<file path="config.mk">
export PLATFORM = sky130hd
export DESIGN_NAME = wavetmr_chan
export DESIGN_NICKNAME = d
export VERILOG_FILES = /design/src/rtl/wavetmr_pkg.sv /design/src/rtl/wavetmr_regs.sv /design/src/rtl/wavetmr_tick.sv /design/src/rtl/wavetmr_count.sv /design/src/rtl/wavetmr_pin.sv /design/src/rtl/wavetmr_chan.sv
export SDC_FILE = /design/constraint.sdc
export NUM_CORES = 1
export LEC_CHECK = 0
export ABC_CLOCK_PERIOD_IN_PS = 2850
export BUFFER_PORTS_ARGS = -buffer_cell sky130_fd_sc_hd__buf_2
export CAP_MARGIN = 20
export CELL_PAD_IN_SITES_DETAIL_PLACEMENT = 1
export CELL_PAD_IN_SITES_GLOBAL_PLACEMENT = 1
export CORE_MARGIN = 2
export CORE_UTILIZATION = 41
export CTS_BUF_LIST = sky130_fd_sc_hd__clkbuf_4
export DETAILED_ROUTE_END_ITERATION = 8
export PLACE_DENSITY_LB_ADDON = 0.1
export SYNTH_ARGS = -nofsm -noshare
export SYNTH_HDL_FRONTEND = slang
export SYNTH_HIERARCHICAL = 1
export SYNTH_SLANG_ARGS = --single-unit
</file>
<file path="constraint.sdc">
create_clock -name clk -period 2.85 [get_ports clk]
set_clock_uncertainty 0.05 [all_clocks]
set_input_delay 0.1425 -clock clk [delete_from_list [all_inputs] [get_ports clk]]
set_output_delay 0.1425 -clock clk [all_outputs]
set_load 0.01 [all_outputs]
</file>
<file path="src/rtl/wavetmr_pkg.sv">
package wavetmr_pkg;

    typedef enum logic [1:0] {
        ACT_NONE = 2'b00,
        ACT_SET  = 2'b01,
        ACT_CLR  = 2'b10,
        ACT_TGL  = 2'b11
    } act_e;

    typedef struct packed {
        act_e       b_sw;
        act_e       b_rc;
        act_e       b_cmp;
        act_e       a_sw;
        act_e       a_rc;
        act_e       a_cmp;
        logic       wave_en;
        logic [2:0] clk_sel;
    } mode_t;

    localparam int MODE_W = $bits(mode_t);
    localparam int ADDR_W = 3;
    localparam int N_PIN  = 2;
    localparam int N_DIV  = 4;

    localparam logic [ADDR_W-1:0] ADR_MODE = 3'd0;
    localparam logic [ADDR_W-1:0] ADR_CMD  = 3'd1;
    localparam logic [ADDR_W-1:0] ADR_CPA  = 3'd2;
    localparam logic [ADDR_W-1:0] ADR_CPB  = 3'd3;
    localparam logic [ADDR_W-1:0] ADR_PER  = 3'd4;
    localparam logic [ADDR_W-1:0] ADR_CNT  = 3'd5;

    localparam int CMD_START = 0;
    localparam int CMD_STOP  = 1;
    localparam int CMD_TRIG  = 2;

    function automatic logic apply_act(input logic cur, input act_e a);
        case (a)
            ACT_SET: return 1'b1;
            ACT_CLR: return 1'b0;
            ACT_TGL: return ~cur;
            default: return cur;
        endcase
    endfunction

endpackage

</file>
<file path="src/rtl/wavetmr_regs.sv">
module wavetmr_regs
    import wavetmr_pkg::*;
#(
    parameter int DW = 32,
    parameter int CW = 16
) (
    input  logic              clk,
    input  logic              rst,
    input  logic              wr_en,
    input  logic [ADDR_W-1:0] wr_addr,
    input  logic [DW-1:0]     wr_data,
    input  logic              rd_en,
    input  logic [ADDR_W-1:0] rd_addr,
    input  logic [CW-1:0]     cnt,
    output logic [DW-1:0]     rd_data,
    output mode_t             mode,
    output logic [CW-1:0]     cmp_a,
    output logic [CW-1:0]     cmp_b,
    output logic [CW-1:0]     per,
    output logic              run,
    output logic              sw_fire
);

    logic cmd_wr;

    assign cmd_wr  = wr_en && (wr_addr == ADR_CMD);
    assign sw_fire = cmd_wr && wr_data[CMD_TRIG];

    always_ff @(posedge clk) begin
        if (rst) begin
            mode  <= '0;
            cmp_a <= '0;
            cmp_b <= '0;
            per   <= '0;
            run   <= 1'b0;
        end else begin
            if (wr_en) begin
                case (wr_addr)
                    ADR_MODE: mode  <= mode_t'(wr_data[MODE_W-1:0]);
                    ADR_CPA:  cmp_a <= wr_data[CW-1:0];
                    ADR_CPB:  cmp_b <= wr_data[CW-1:0];
                    ADR_PER:  per   <= wr_data[CW-1:0];
                    default:  ;
                endcase
            end
            if (cmd_wr) begin
                if (wr_data[CMD_STOP])
                    run <= 1'b0;
                else if (wr_data[CMD_START])
                    run <= 1'b1;
            end
        end
    end

    always_ff @(posedge clk) begin
        if (rst) begin
            rd_data <= '0;
        end else if (rd_en) begin
            case (rd_addr)
                ADR_MODE: rd_data <= DW'(mode);
                ADR_CPA:  rd_data <= DW'(cmp_a);
                ADR_CPB:  rd_data <= DW'(cmp_b);
                ADR_PER:  rd_data <= DW'(per);
                ADR_CNT:  rd_data <= DW'(cnt);
                default:  rd_data <= '0;
            endcase
        end
    end

endmodule

</file>
<file path="src/rtl/wavetmr_tick.sv">
module wavetmr_tick
    import wavetmr_pkg::*;
#(
    parameter int unsigned DIVS [N_DIV] = '{1, 8, 32, 128}
) (
    input  logic       clk,
    input  logic       rst,
    input  logic [2:0] sel,
    input  logic       slow_tick,
    output logic       tick
);

    logic [N_DIV-1:0] pre_tk;

    for (genvar g = 0; g < N_DIV; g++) begin : g_div
        if (DIVS[g] <= 1) begin : g_pass
            assign pre_tk[g] = 1'b1;
        end else begin : g_cnt
            localparam int PW = $clog2(DIVS[g]);
            localparam logic [PW-1:0] LAST = PW'(DIVS[g] - 1);
            logic [PW-1:0] pc;
            always_ff @(posedge clk) begin
                if (rst || pc == LAST)
                    pc <= '0;
                else
                    pc <= pc + 1'b1;
            end
            assign pre_tk[g] = (pc == LAST);
        end
    end

    always_comb begin
        case (sel)
            3'd0:    tick = pre_tk[0];
            3'd1:    tick = pre_tk[1];
            3'd2:    tick = pre_tk[2];
            3'd3:    tick = pre_tk[3];
            3'd4:    tick = slow_tick;
            default: tick = 1'b0;
        endcase
    end

endmodule

</file>
<file path="src/rtl/wavetmr_count.sv">
module wavetmr_count #(
    parameter int CW = 16
) (
    input  logic          clk,
    input  logic          rst,
    input  logic          run,
    input  logic          wave_en,
    input  logic          tick,
    input  logic          sw_fire,
    input  logic [CW-1:0] cmp_a,
    input  logic [CW-1:0] cmp_b,
    input  logic [CW-1:0] per,
    output logic [CW-1:0] cnt,
    output logic          adv,
    output logic          hit_a,
    output logic          hit_b,
    output logic          hit_p
);

    assign adv   = run && wave_en && tick && !sw_fire;
    assign hit_a = adv && (cnt == cmp_a);
    assign hit_b = adv && (cnt == cmp_b);
    assign hit_p = adv && (cnt == per);

    always_ff @(posedge clk) begin
        if (rst || sw_fire)
            cnt <= '0;
        else if (hit_p)
            cnt <= '0;
        else if (adv)
            cnt <= cnt + 1'b1;
    end

endmodule

</file>
<file path="src/rtl/wavetmr_pin.sv">
module wavetmr_pin
    import wavetmr_pkg::*;
(
    input  logic clk,
    input  logic rst,
    input  logic sw_fire,
    input  logic hit_own,
    input  logic hit_per,
    input  act_e act_sw,
    input  act_e act_per,
    input  act_e act_own,
    output logic level
);

    always_ff @(posedge clk) begin
        if (rst)
            level <= 1'b0;
        else if (sw_fire)
            level <= apply_act(level, act_sw);
        else if (hit_per)
            level <= apply_act(level, act_per);
        else if (hit_own)
            level <= apply_act(level, act_own);
    end

endmodule

</file>
<file path="src/rtl/wavetmr_chan.sv">
module wavetmr_chan
    import wavetmr_pkg::*;
#(
    parameter int DATA_W = 32,
    parameter int CNT_W  = 16,
    parameter int unsigned DIVS [N_DIV] = '{1, 8, 32, 128}
) (
    input  logic              clk,
    input  logic              rst,
    input  logic              slow_tick,
    input  logic              wr_en,
    input  logic [2:0]        wr_addr,
    input  logic [DATA_W-1:0] wr_data,
    input  logic              rd_en,
    input  logic [2:0]        rd_addr,
    output logic [DATA_W-1:0] rd_data,
    output logic              pwm_a,
    output logic              pwm_b
);

    mode_t            mode;
    logic [CNT_W-1:0] cmp_a, cmp_b, per, cnt;
    logic             run, sw_fire, tick, adv;
    logic             hit_a, hit_b, hit_p;
    logic [N_PIN-1:0] hit_own, pin_lvl;
    act_e             act_sw  [N_PIN];
    act_e             act_per [N_PIN];
    act_e             act_own [N_PIN];

    wavetmr_regs #(.DW(DATA_W), .CW(CNT_W)) u_regs (
        .clk(clk), .rst(rst),
        .wr_en(wr_en), .wr_addr(wr_addr), .wr_data(wr_data),
        .rd_en(rd_en), .rd_addr(rd_addr), .cnt(cnt), .rd_data(rd_data),
        .mode(mode), .cmp_a(cmp_a), .cmp_b(cmp_b), .per(per),
        .run(run), .sw_fire(sw_fire)
    );

    wavetmr_tick #(.DIVS(DIVS)) u_tick (
        .clk(clk), .rst(rst), .sel(mode.clk_sel),
        .slow_tick(slow_tick), .tick(tick)
    );

    wavetmr_count #(.CW(CNT_W)) u_count (
        .clk(clk), .rst(rst), .run(run), .wave_en(mode.wave_en),
        .tick(tick), .sw_fire(sw_fire),
        .cmp_a(cmp_a), .cmp_b(cmp_b), .per(per),
        .cnt(cnt), .adv(adv), .hit_a(hit_a), .hit_b(hit_b), .hit_p(hit_p)
    );

    assign hit_own    = {hit_b, hit_a};
    assign act_sw[0]  = mode.a_sw;
    assign act_per[0] = mode.a_rc;
    assign act_own[0] = mode.a_cmp;
    assign act_sw[1]  = mode.b_sw;
    assign act_per[1] = mode.b_rc;
    assign act_own[1] = mode.b_cmp;

    for (genvar p = 0; p < N_PIN; p++) begin : g_pin
        wavetmr_pin u_pin (
            .clk(clk), .rst(rst), .sw_fire(sw_fire),
            .hit_own(hit_own[p]), .hit_per(hit_p),
            .act_sw(act_sw[p]), .act_per(act_per[p]), .act_own(act_own[p]),
            .level(pin_lvl[p])
        );
    end

    assign pwm_a = pin_lvl[0];
    assign pwm_b = pin_lvl[1];

endmodule

</file>
==> key figures, run 1 <==
Floorplanning
  – Die W: 124 um
  – Row Count: 43
  – # IOs: 77
  – Die Y: 124 um
  – Core region area: 13900 um^2
  – Initial Util: 42.2%
  – Die footprint: 15300 um^2

Pwr
  – Design Power: 0.00298 W
  – Comb pwr share: 9.2%
  – Pwr dens: 454 nW/um^2
  – Clock Power Share: 35.2%
  – Worst VDD drop: 0.261 mV
  – NetSw: 0.000811 W
  – Internal Power: 0.00217 W
  – Switching share of power: 27.2%
  – Sequential power share: 55.6%
  – Leakage power: 2.75 nW

Worst setup path
  – Max incr delay on CP: 360 ps
  – Crit Path Max Fanout: 8
  – Crit path cell chain: ha_2 -> and3_1 -> ha_2 -> nand2b_1 -> o311ai_1 -> and3_1 -> nand4b_4 -> clkinv_1 -> nand2_2 -> nor4_4 -> buf_4 -> nor2b_1 -> a221oi_2 -> a21oi_1 -> a211oi_2
  – Crit-path leading delay family: simple AND/OR/NAND/NOR gates
  – R2R cell count: 15
  – Critical Path RT: 3260 ps
  – Reg-to-Reg End: g_pin[1].u_pin/level
  – WP buf/inv: 2
  – Arrival time at the worst endpoint: 3090 ps
  – Crit start category: flop
  – Worst path slowest cell: dfxtp_2
  – WP depth: 15
  – CP Capture Type: flop
  – Reg2reg start: u_tick/g_div[2].g_cnt.pc[0]
  – Setup crit end: g_pin[1].u_pin/level
  – Reg2reg setup slack: 170 ps
  – Critical path class: flop to flop
  – CP Launch Point: u_tick/g_div[2].g_cnt.pc[0]

Global routing
  – Remaining global-route overflow: 0
  – Vias in the first global route: 5193
  – Gr usage total: 26.2%
  – Initial antenna violation count: 0
  – First-pass GRT wire length: 29300 um
  – Largest net degree at the start of global routing: 42

Detailed routing
  – DR iter-0 viols: 312
  – DRC viols: 0
  – Vias/cell: 5.54
  – DR WL/cell: 20.6 um
  – Post-route ant nets: 0
  – Post-Route WL: 19200 um
  – Initial DRT Pass Iterations: 5
  – Vias: 5172

Timing
  – Maximum clock rate: 0.373 GHz
  – Setup violators final: 0
  – Relative slew slack: 29.8%
  – Final Hold Viols: 0
  – Final hold slack: 68.6 ps
  – Final critical-path required period: 2680 ps
  – Final Cycle Share: 94.0%
  – Final worst slack: 170 ps
  – Slew Limit Fails: 0
  – Worst-margin pin slew: 1050 ps

Placement
  – Final GP Congestion: 0.868
  – Placed instance count: 880
  – Post-Place Setup Slack: 137 ps
  – IO buf count: 44
  – DPL Wire Length: 13700 um

Yosys
  – Post-Syn Area: 5880 um^2
  – Number of synthesized flops with an enable pin: 0
  – Synth async-reset ratio: 0%
  – Yosys cell types: 57
  – Avg Inst Size Synth: 8.54 um^2
  – Yosys warning count: 6
  – Top_reg_cell synth: dfxtp_1
  – Synth Register Bits: 114
  – Seq/Total Area, Yosys: 38.8%
  – Post-Synthesis Cells: 689

Final layout
  – Post-layout util: 47.2%
  – Nets: 795
  – ANT cells: 0
  – Area Growth Syn to Fin: 11.7%
  – Layout cells sized above 1: 18.1%
  – Fillcell total: 1700
  – Final cell count without fillers: 933

Outcome
  – Status: finished, final reports clean

Hold path
  – Min-Delay Path Class: input pin to flop

Clock network
  – CTS tree: built
  – Latest clock arrival within the worst-skew pair: 530 ps
  – Clk sinks: 114
  – Clock tree buffer depth: 2
  – Clock root cell: clkbuf_4
  – Htree depth: 4
  – Clk slew on worst S/H paths: 100 ps
  – CTS Buf Count: 17

Flow run
  – Max Cap Violations: 0
cells in the final DEF (no fill, tap or decap), types with 3 or more instances in the layout:
cell type      count
buf_4             19
nor4_1             7
conb_1            16
nand2b_1           5
dfxtp_2            3
nand3_1           12
clkinv_1           3
nor2_1            32
clkinv_2           6
ha_1               7
xnor2_1           13
a211oi_2           4
a211oi_1           3
mux2_4            10
nand4_1            8
o21ai_1           10
clkbuf_4          21
a22o_1            15
a22oi_1           30
mux2_2             7
ha_2               3
nor3_1             8
or3_1              3
and3_1             5
nor3b_1            6
nand2_1          142
o21ai_0           14
dlygate4sd3_1     20
a21oi_1           71
inv_1              7
buf_2             44
xor2_1            54
dfxtp_1          111
power by group through the flow:
stage                     Combinational, W  Sequential [W]  Clock (W)
after floorplan                   0.000186         0.00168          0
after global placement            0.000241         0.00169          0
after detailed placement          0.000250         0.00169          0
after CTS                         0.000271         0.00166    0.00108
after global routing              0.000298         0.00166    0.00117
final                             0.000274         0.00166    0.00105
cell usage after synthesis, types with 6 or more instances:
library cell / instances / share of area, %
xor2_1: 54 / 8.0
nand4_1: 8 / 0.85
o21ai_1: 10 / 0.85
a22oi_1: 30 / 3.8
nor3_1: 8 / 0.68
xnor2_1: 13 / 1.9
inv_1: 7 / 0.45
ha_1: 10 / 2.1
clkbuf_1: 17 / 1.1
buf_2: 12 / 1.0
buf_4: 21 / 2.7
nand3_1: 12 / 1.0
o21ai_0: 14 / 1.2
nor3b_1: 6 / 0.77
mux2_4: 10 / 2.6
nor2_1: 32 / 2.0
nand2_1: 143 / 9.1
mux2_2: 7 / 1.3
dfxtp_1: 114 / 39
a21oi_1: 71 / 6.0
a22o_1: 15 / 2.2
buf_6: 7 / 1.3
nor4_1: 8 / 0.85
per-stage QoR:
stage                     cell area, um^2  setup TNS (ps)
final                                6570               0
after global routing                 6570           -12.2
after CTS                            6530               0
after detailed placement             6100               0
after global placement               6100               0
after floorplan                      5940               0
tightest hold or removal path, stage by stage:
cell,delay [ps]
buf_2,160
nand3b_1,100
a31o_2,140
a211oi_1,60
state kept, by name, indices dropped and copies added, names as in the netlist:
| register | flops |
|---|---|
| g_pin.u_pin/level | 2 |
| u_count/cnt | 16 |
| u_regs/cmp_a | 16 |
| u_regs/cmp_b | 16 |
| u_regs/mode | 16 |
| u_regs/per | 16 |
| u_regs/rd_data | 16 |
| u_regs/run | 1 |
| u_tick/g_div.g_cnt.pc | 15 |
layer usage:
layer,global-route usage [%],up-vias,part of all wire (%)
met5,0,-,0
met4,8.52,0,2.0
met3,5.63,29,4.9
met2,42.7,165,47
met1,34.7,2536,46
li1,-,2442,-
final cells by class:
class / instances / area (um^2) / area share [%]
multi-input cells: 517 / 3240 / 49.3
clock buffers: 21 / 158 / 2.40
well taps: 180 / 225 / 3.43
clock inverters: 9 / 67.6 / 1.03
repair buffers: 83 / 563 / 8.57
inverters: 9 / 33.8 / 0.514
flip-flops and latches: 114 / 2290 / 34.8
how the worst min path moves through the flow:
stage	start	endpoint	slack [ps]	cells past startpoint
2_1_floorplan	rst	g_pin[0].u_pin/level	160	1
3_3_place_gp	u_tick/g_div[1].g_cnt.pc[0]	u_tick/g_div[1].g_cnt.pc[0]	360	1
3_5_place_dp	wr_data[1]	u_regs/run	370	2
4_1_cts	rd_addr[1]	u_regs/rd_data[11]	30	4
5_1_grt	rd_addr[1]	u_regs/rd_data[11]	50	4
6_report	rd_addr[1]	u_regs/rd_data[11]	70	4
cell families after synthesis:
kind of cell / after synthesis / share of synthesized area, %
simple gates: 253 / 20.8
compound gates: 153 / 16.7
flops: 114 / 38.8
buf+inv: 73 / 7.53
xor+xnor: 67 / 9.98
mux: 18 / 4.06
fa+ha+maj: 10 / 2.13
other cells: 1 / 0.0638
what timing repair did:
item | CTS | global route
setup endpoints to repair | 0 | 3
gates resized for setup | 0 | 9
setup buffers | 0 | 3
hold endpoints to repair | 66 | 0
hold buffers | 20 | 0
Note: power is estimated with default switching activity, not from simulation.
==> run 2, diff against run 1 <==
--- a/config.mk
+++ b/config.mk
@@ -5,16 +5,17 @@
 export SDC_FILE = /design/constraint.sdc
 export NUM_CORES = 1
 export LEC_CHECK = 0
-export ABC_CLOCK_PERIOD_IN_PS = 2850
-export BUFFER_PORTS_ARGS = -buffer_cell sky130_fd_sc_hd__buf_2
+export ABC_CLOCK_PERIOD_IN_PS = 2450
 export CAP_MARGIN = 20
 export CELL_PAD_IN_SITES_DETAIL_PLACEMENT = 1
 export CELL_PAD_IN_SITES_GLOBAL_PLACEMENT = 1
 export CORE_MARGIN = 2
-export CORE_UTILIZATION = 41
+export CORE_UTILIZATION = 45
 export CTS_BUF_LIST = sky130_fd_sc_hd__clkbuf_4
 export DETAILED_ROUTE_END_ITERATION = 8
+export DONT_BUFFER_PORTS = 1
 export PLACE_DENSITY_LB_ADDON = 0.1
+export SETUP_SLACK_MARGIN = 0.4
 export SYNTH_ARGS = -nofsm -noshare
 export SYNTH_HDL_FRONTEND = slang
 export SYNTH_HIERARCHICAL = 1
==> constraint.sdc (replaced) <==
create_clock -name clk -period 2.45 [get_ports clk]
set_clock_uncertainty 0.05 [all_clocks]
set_input_delay 0.1225 -clock clk [delete_from_list [all_inputs] [get_ports clk]]
set_output_delay 0.1225 -clock clk [all_outputs]
set_load 0.01 [all_outputs]
==> key figures, run 2 (synthesized netlist as in run 1, its figures left out) <==
Hold path
  – Cells on Worst Hold Path: 4
  – Startpoint of the worst hold path: rd_addr[1]
  – Min-Delay Path Class: input pin to flop
  – Hold EP: u_regs/rd_data[7]

Worst setup path
  – Reg-to-Reg End: u_count/cnt[13]
  – Crit path cell chain: ha_4 -> and3_4 -> ha_4 -> nand2b_4 -> o311ai_4 -> and3_4 -> nand4b_4 -> buf_6 -> nor4_4 -> buf_4 -> nand3_2 -> or3_1 -> a21oi_2
  – Crit-path leading delay family: simple AND/OR/NAND/NOR gates
  – Critical Path RT: 2880 ps
  – CP Capture Type: flop
  – WP buf/inv: 2
  – Reg2reg setup slack: -130 ps
  – Worst path slowest cell: dfxtp_2
  – Critical path class: flop to flop
  – Crit start category: flop
  – Reg2reg start: u_tick/g_div[2].g_cnt.pc[0]
  – R2R cell count: 13
  – CP Launch Point: u_tick/g_div[2].g_cnt.pc[0]
  – Max incr delay on CP: 360 ps
  – Arrival time at the worst endpoint: 3010 ps
  – Crit Path Max Fanout: 5

Timing
  – Final Cycle Share: 105%
  – Maximum clock rate: 0.388 GHz
  – Final critical-path required period: 2580 ps
  – Final hold slack: 104 ps
  – Slew Limit Fails: 0
  – Final Hold Viols: 0
  – Setup violators final: 8
  – RSZ-0062 raised after global routing: yes
  – Relative slew slack: 35.1%
  – Final worst slack: -130 ps
  – Worst-margin pin slew: 973 ps

Global routing
  – Largest net degree at the start of global routing: 84
  – Remaining global-route overflow: 0
  – First-pass GRT wire length: 30300 um
  – Gr usage total: 28.5%
  – Vias in the first global route: 5367
  – Initial antenna violation count: 0

Detailed routing
  – DR WL/cell: 21.4 um
  – DR iter-0 viols: 372
  – Vias: 5081
  – Vias/cell: 5.58
  – Post-Route WL: 19500 um
  – DRC viols: 0
  – Initial DRT Pass Iterations: 5
  – Post-route ant nets: 0

Final layout
  – Nets: 779
  – Commonest non-fill, non-tap cell in the layout: nand2_1
  – Fillcell total: 1549
  – Register area: 2290 um^2
  – Area Growth Syn to Fin: 15.5%
  – Multi-input logic area: 3420 um^2
  – Commonest cells after routing, fill and taps aside: nand2_1, dfxtp_1, a21oi_1
  – Layout cells sized above 1: 17.6%
  – Post-layout util: 53.6%

Outcome
  – Failing checks: setup timing
  – Status: finished with violations

Clock network
  – Clock tree buffer depth: 2
  – Clock root cell: clkbuf_4
  – Latest clock arrival within the worst-skew pair: 550 ps
  – Htree depth: 4
  – CTS tree: built
  – Clk slew on worst S/H paths: 90 ps
  – Clk sinks: 114
  – CTS Buf Count: 17

Pwr
  – Design Power: 0.00335 W
  – Leakage power: 2.71 nW
  – Worst VDD drop: 0.323 mV
  – Pwr dens: 492 nW/um^2

Flow run
  – Max Cap Violations: 0

Floorplanning
  – Die W: 118 um
  – Die Y: 118 um
  – Row Count: 41
  – Initial Util: 46.4%
  – Core region area: 12700 um^2
  – Die footprint: 14000 um^2
  – # IOs: 77

Placement
  – IO buf count: 0
  – DPL Wire Length: 13000 um
  – Final GP Congestion: 0.889
-- run 2: power by group --
group	total [W]	internal [W]	switching, W
combinational	0.000340	0.000132	0.000208
sequential	0.00193	0.00189	0.0000383
clock	0.00108	0.000382	0.000696
total	0.00335	0.00240	0.000942
-- run 2: worst max-delay path by stage --
| stage | endpoint | cells past startpoint |
|---|---|---|
| finish | u_count/cnt[13] | 13 |
| global route | u_count/cnt[10] | 13 |
| CTS | u_count/cnt[10] | 13 |
| detailed placement | g_pin[0].u_pin/level | 13 |
| global placement | g_pin[0].u_pin/level | 13 |
| floorplan | g_pin[0].u_pin/level | 14 |
-- run 2: through the flow --
stage / setup WS, ps / TNS (ps) / cell area (um^2) / std cells
floorplan: -113 / -215 / 6000 / 704
global placement: -162 / -670 / 6050 / 843
detailed placement: -317 / -1720 / 6050 / 843
CTS: -12.9 / -20.5 / 6710 / 905
global route: -244 / -2000 / 6790 / 909
finish: -130 / -463 / 6800 / 911
-- run 2: repair_timing --
| action | CTS | global route |
|---|---|---|
| setup endpoints to repair | 18 | 19 |
| setup buffers | 3 | 4 |
| pin swaps | 17 | 14 |
| gates cloned | 1 | 0 |
| resized for setup | 31 | 11 |
| hold buffers | 28 | 0 |
| hold endpoints to repair | 114 | 0 |
-- run 2: layer usage --
layer,global-route usage [%],share of wire (%),up-vias
met5,0,0,-
li1,-,-,2407
met4,10.5,2.4,0
met3,5.55,8.0,33
met2,49.1,49,168
met1,35.0,40,2473
-- run 2: cell type report --
type,count,area share [%]
multi-input cells,517,50.3
repair buffers,67,9.39
diodes,2,0.0736
clock inverters,11,0.718
inverters,9,0.571
clock buffers,19,2.10
flip-flops and latches,114,33.6
well taps,172,3.17
-- run 2: worst min-delay path: stages --
cell     delay, ps
nor2b_4         80
a22oi_1        160
o21ai_1         90
a22o_1         190
==> run 3, diff against run 2 <==
--- a/config.mk
+++ b/config.mk
@@ -5,12 +5,13 @@
 export SDC_FILE = /design/constraint.sdc
 export NUM_CORES = 1
 export LEC_CHECK = 0
+export ABC_AREA = 1
 export ABC_CLOCK_PERIOD_IN_PS = 2450
 export CAP_MARGIN = 20
 export CELL_PAD_IN_SITES_DETAIL_PLACEMENT = 1
 export CELL_PAD_IN_SITES_GLOBAL_PLACEMENT = 1
 export CORE_MARGIN = 2
-export CORE_UTILIZATION = 45
+export CORE_UTILIZATION = 43
 export CTS_BUF_LIST = sky130_fd_sc_hd__clkbuf_4
 export DETAILED_ROUTE_END_ITERATION = 8
 export DONT_BUFFER_PORTS = 1
==> key figures, run 3 <==
Clock network
  – Clock tree buffer depth: 2
  – Clk sinks: 114
  – CTS Buf Count: 17
  – CTS tree: built
  – Clock root cell: clkbuf_4
  – Latest clock arrival within the worst-skew pair: 560 ps
  – Clk slew on worst S/H paths: 120 ps
  – Htree depth: 4

Timing
  – Setup violators final: 10
  – RSZ-0062 raised after global routing: yes
  – Final Cycle Share: 109%
  – Slew Limit Fails: 0
  – Final Hold Viols: 0
  – Final worst slack: -212 ps
  – Worst-margin pin slew: 642 ps
  – Relative slew slack: 56.8%
  – Final critical-path required period: 2660 ps
  – Maximum clock rate: 0.376 GHz

Global routing
  – Vias in the first global route: 6994
  – Largest net degree at the start of global routing: 88
  – Gr usage total: 32.3%
  – Remaining global-route overflow: 0
  – Initial antenna violation count: 0
  – First-pass GRT wire length: 39500 um

Worst setup path
  – Crit Path Max Fanout: 4
  – Most Frequent Cell on Critical Path: nand2_1
  – Worst path slowest cell: dfxtp_2
  – WP buf/inv: 1
  – Crit-path leading delay family: simple AND/OR/NAND/NOR gates
  – Critical Path RT: 2870 ps
  – Max incr delay on CP: 370 ps
  – Crit start category: flop
  – Arrival time at the worst endpoint: 3080 ps
  – CP Capture Type: flop
  – Crit path cell chain: ha_4 -> nand2_2 -> nor2_2 -> ha_2 -> inv_2 -> o21a_1 -> a21oi_2 -> nand2_1 -> nor2_2 -> nand2_1 -> nor3b_2 -> nand3_2 -> nor2_4 -> nand2_2 -> nor2_1 -> nor2_1 -> nand2_1 -> nand2_1 -> nand2_1 -> nor2_1
  – Reg2reg setup slack: -210 ps
  – Critical path class: flop to flop

Placement
  – Final GP Congestion: 0.939
  – Post-Place Setup Slack: -206 ps
  – IO buf count: 0
  – DPL Wire Length: 17800 um

Yosys
  – Share of the synthesized area in the top cell type: 35.0%
  – Post-Syn Area: 6520 um^2
  – Yosys cell types: 43
  – Yosys top cell by area: dfxtp_1
  – Most frequent cell after synthesis: nand2_1
  – Synth area leaders: dfxtp_1, nand2_1, a21oi_1
  – Top cells by count, synth: nand2_1, dfxtp_1, nor2_1, inv_1, a21oi_1
  – Top_reg_cell synth: dfxtp_1
  – Yosys warning count: 6
  – Post-Synthesis Cells: 931
  – Number of synthesized flops with an enable pin: 0
  – Avg Inst Size Synth: 7.00 um^2
  – Seq/Total Area, Yosys: 35.0%
  – Synth Register Bits: 114
  – Synth async-reset ratio: 0%

Pwr
  – Pwr dens: 496 nW/um^2
  – Leakage power: 3.29 nW
  – Design Power: 0.00393 W
  – Worst VDD drop: 0.298 mV

Final layout
  – Fillcell total: 1870
  – Nets: 1064
  – Commonest non-fill, non-tap cell in the layout: nand2_1
  – Commonest cells after routing, fill and taps aside: nand2_1, dfxtp_1, dlygate4sd3_1
  – Area Growth Syn to Fin: 21.6%
  – Layout cells sized above 1: 14.4%
  – ANT cells: 0
  – Multi-input logic area: 3640 um^2
  – Register area: 2290 um^2
  – Post-layout util: 54.1%

Detailed routing
  – Initial DRT Pass Iterations: 5
  – DR WL/cell: 21.4 um
  – DRC viols: 0
  – DR iter-0 viols: 410
  – Post-Route WL: 25800 um
  – Vias: 6798
  – Vias/cell: 5.63
  – Post-route ant nets: 0

Floorplanning
  – Core region area: 14600 um^2
  – Die W: 127 um
  – # IOs: 77
  – Initial Util: 44.5%
  – Die Y: 127 um
  – Row Count: 44
  – Die footprint: 16200 um^2

Flow run
  – Max Cap Violations: 0

Outcome
  – Status: finished with violations
  – Failing checks: setup timing

Hold path
  – Min-Delay Path Class: input pin to flop
-- run 3: cell count changes after synthesis, moves of 30 or more --
| cell | delta |
|---|---|
| nand4_1 | +46 |
| inv_1 | +67 |
| nand2_1 | +84 |
| nor2_1 | +58 |
| a22oi_1 | -30 |
| nand3_1 | +48 |
| xor2_1 | -31 |
-- run 3: power breakdown --
group | switching [W] | internal (W)
clock | 0.000841 | 0.000817
sequential | 0.0000482 | 0.00189
combinational | 0.000196 | 0.000130
total | 0.00108 | 0.00284
-- run 3: cell families (layout without fill, tap and decap cells) --
family,after synthesis,after routing,share of synthesized area [%]
flip-flops,114,114,35.0
other,1,16,0.0575
XOR/XNOR,37,37,4.97
buffers and inverters,160,237,12.3
AND/OR/NAND/NOR,482,483,34.0
adder cells (fa/ha/maj),10,10,1.92
AO/OA/AOI/OAI,127,127,11.7
-- run 3: repair_timing --
action / CTS / global route
cloned: 1 / 0
endpoints found under the setup margin: 18 / 21
pin swaps: 6 / 21
resized for setup: 6 / 30
endpoints found under the hold margin: 114 / 1
hold buffers: 86 / 1
buffers inserted: 0 / 6
-- run 3: path summary, 6_finish.rpt --
path | start | to | depth (start not counted)
hold / removal | rst | u_regs/rd_data[9] | 2
setup reg to reg | u_tick/g_div[2].g_cnt.pc[0] | g_pin[1].u_pin/level | 20
hold reg to reg | u_tick/g_div[1].g_cnt.pc[0] | u_tick/g_div[1].g_cnt.pc[0] | 1
setup / recovery | u_tick/g_div[2].g_cnt.pc[0] | g_pin[1].u_pin/level | 20
-- run 3: area by class of cell --
class / count / share of cell area (%)
clock inverters: 15 / 2.64
well taps: 184 / 2.91
repair buffers: 113 / 13.6
inverters: 92 / 4.39
flip-flops and latches: 114 / 28.9
clock buffers: 17 / 1.61
multi-input cells: 673 / 46.0
-- run 3: metal layers --
layer | global-route usage (%) | routed length, um
met3 | 6.99 | 1680
met1 | 39.7 | 10800
met4 | 14.1 | 1000
met5 | 0 | 0
met2 | 54.6 | 12300
-- run 3: metrics by stage --
stage	TNS (ps)	cells	hold slack [ps]	area, um^2
2_1_floorplan	-28.8	946	215	6590
3_3_place_gp	-199	1082	150	6510
3_5_place_dp	-436	1082	152	6510
4_1_cts	-270	1201	-360	7750
5_1_grt	-2860	1208	83.1	7920
6_report	-521	1208	123	7920
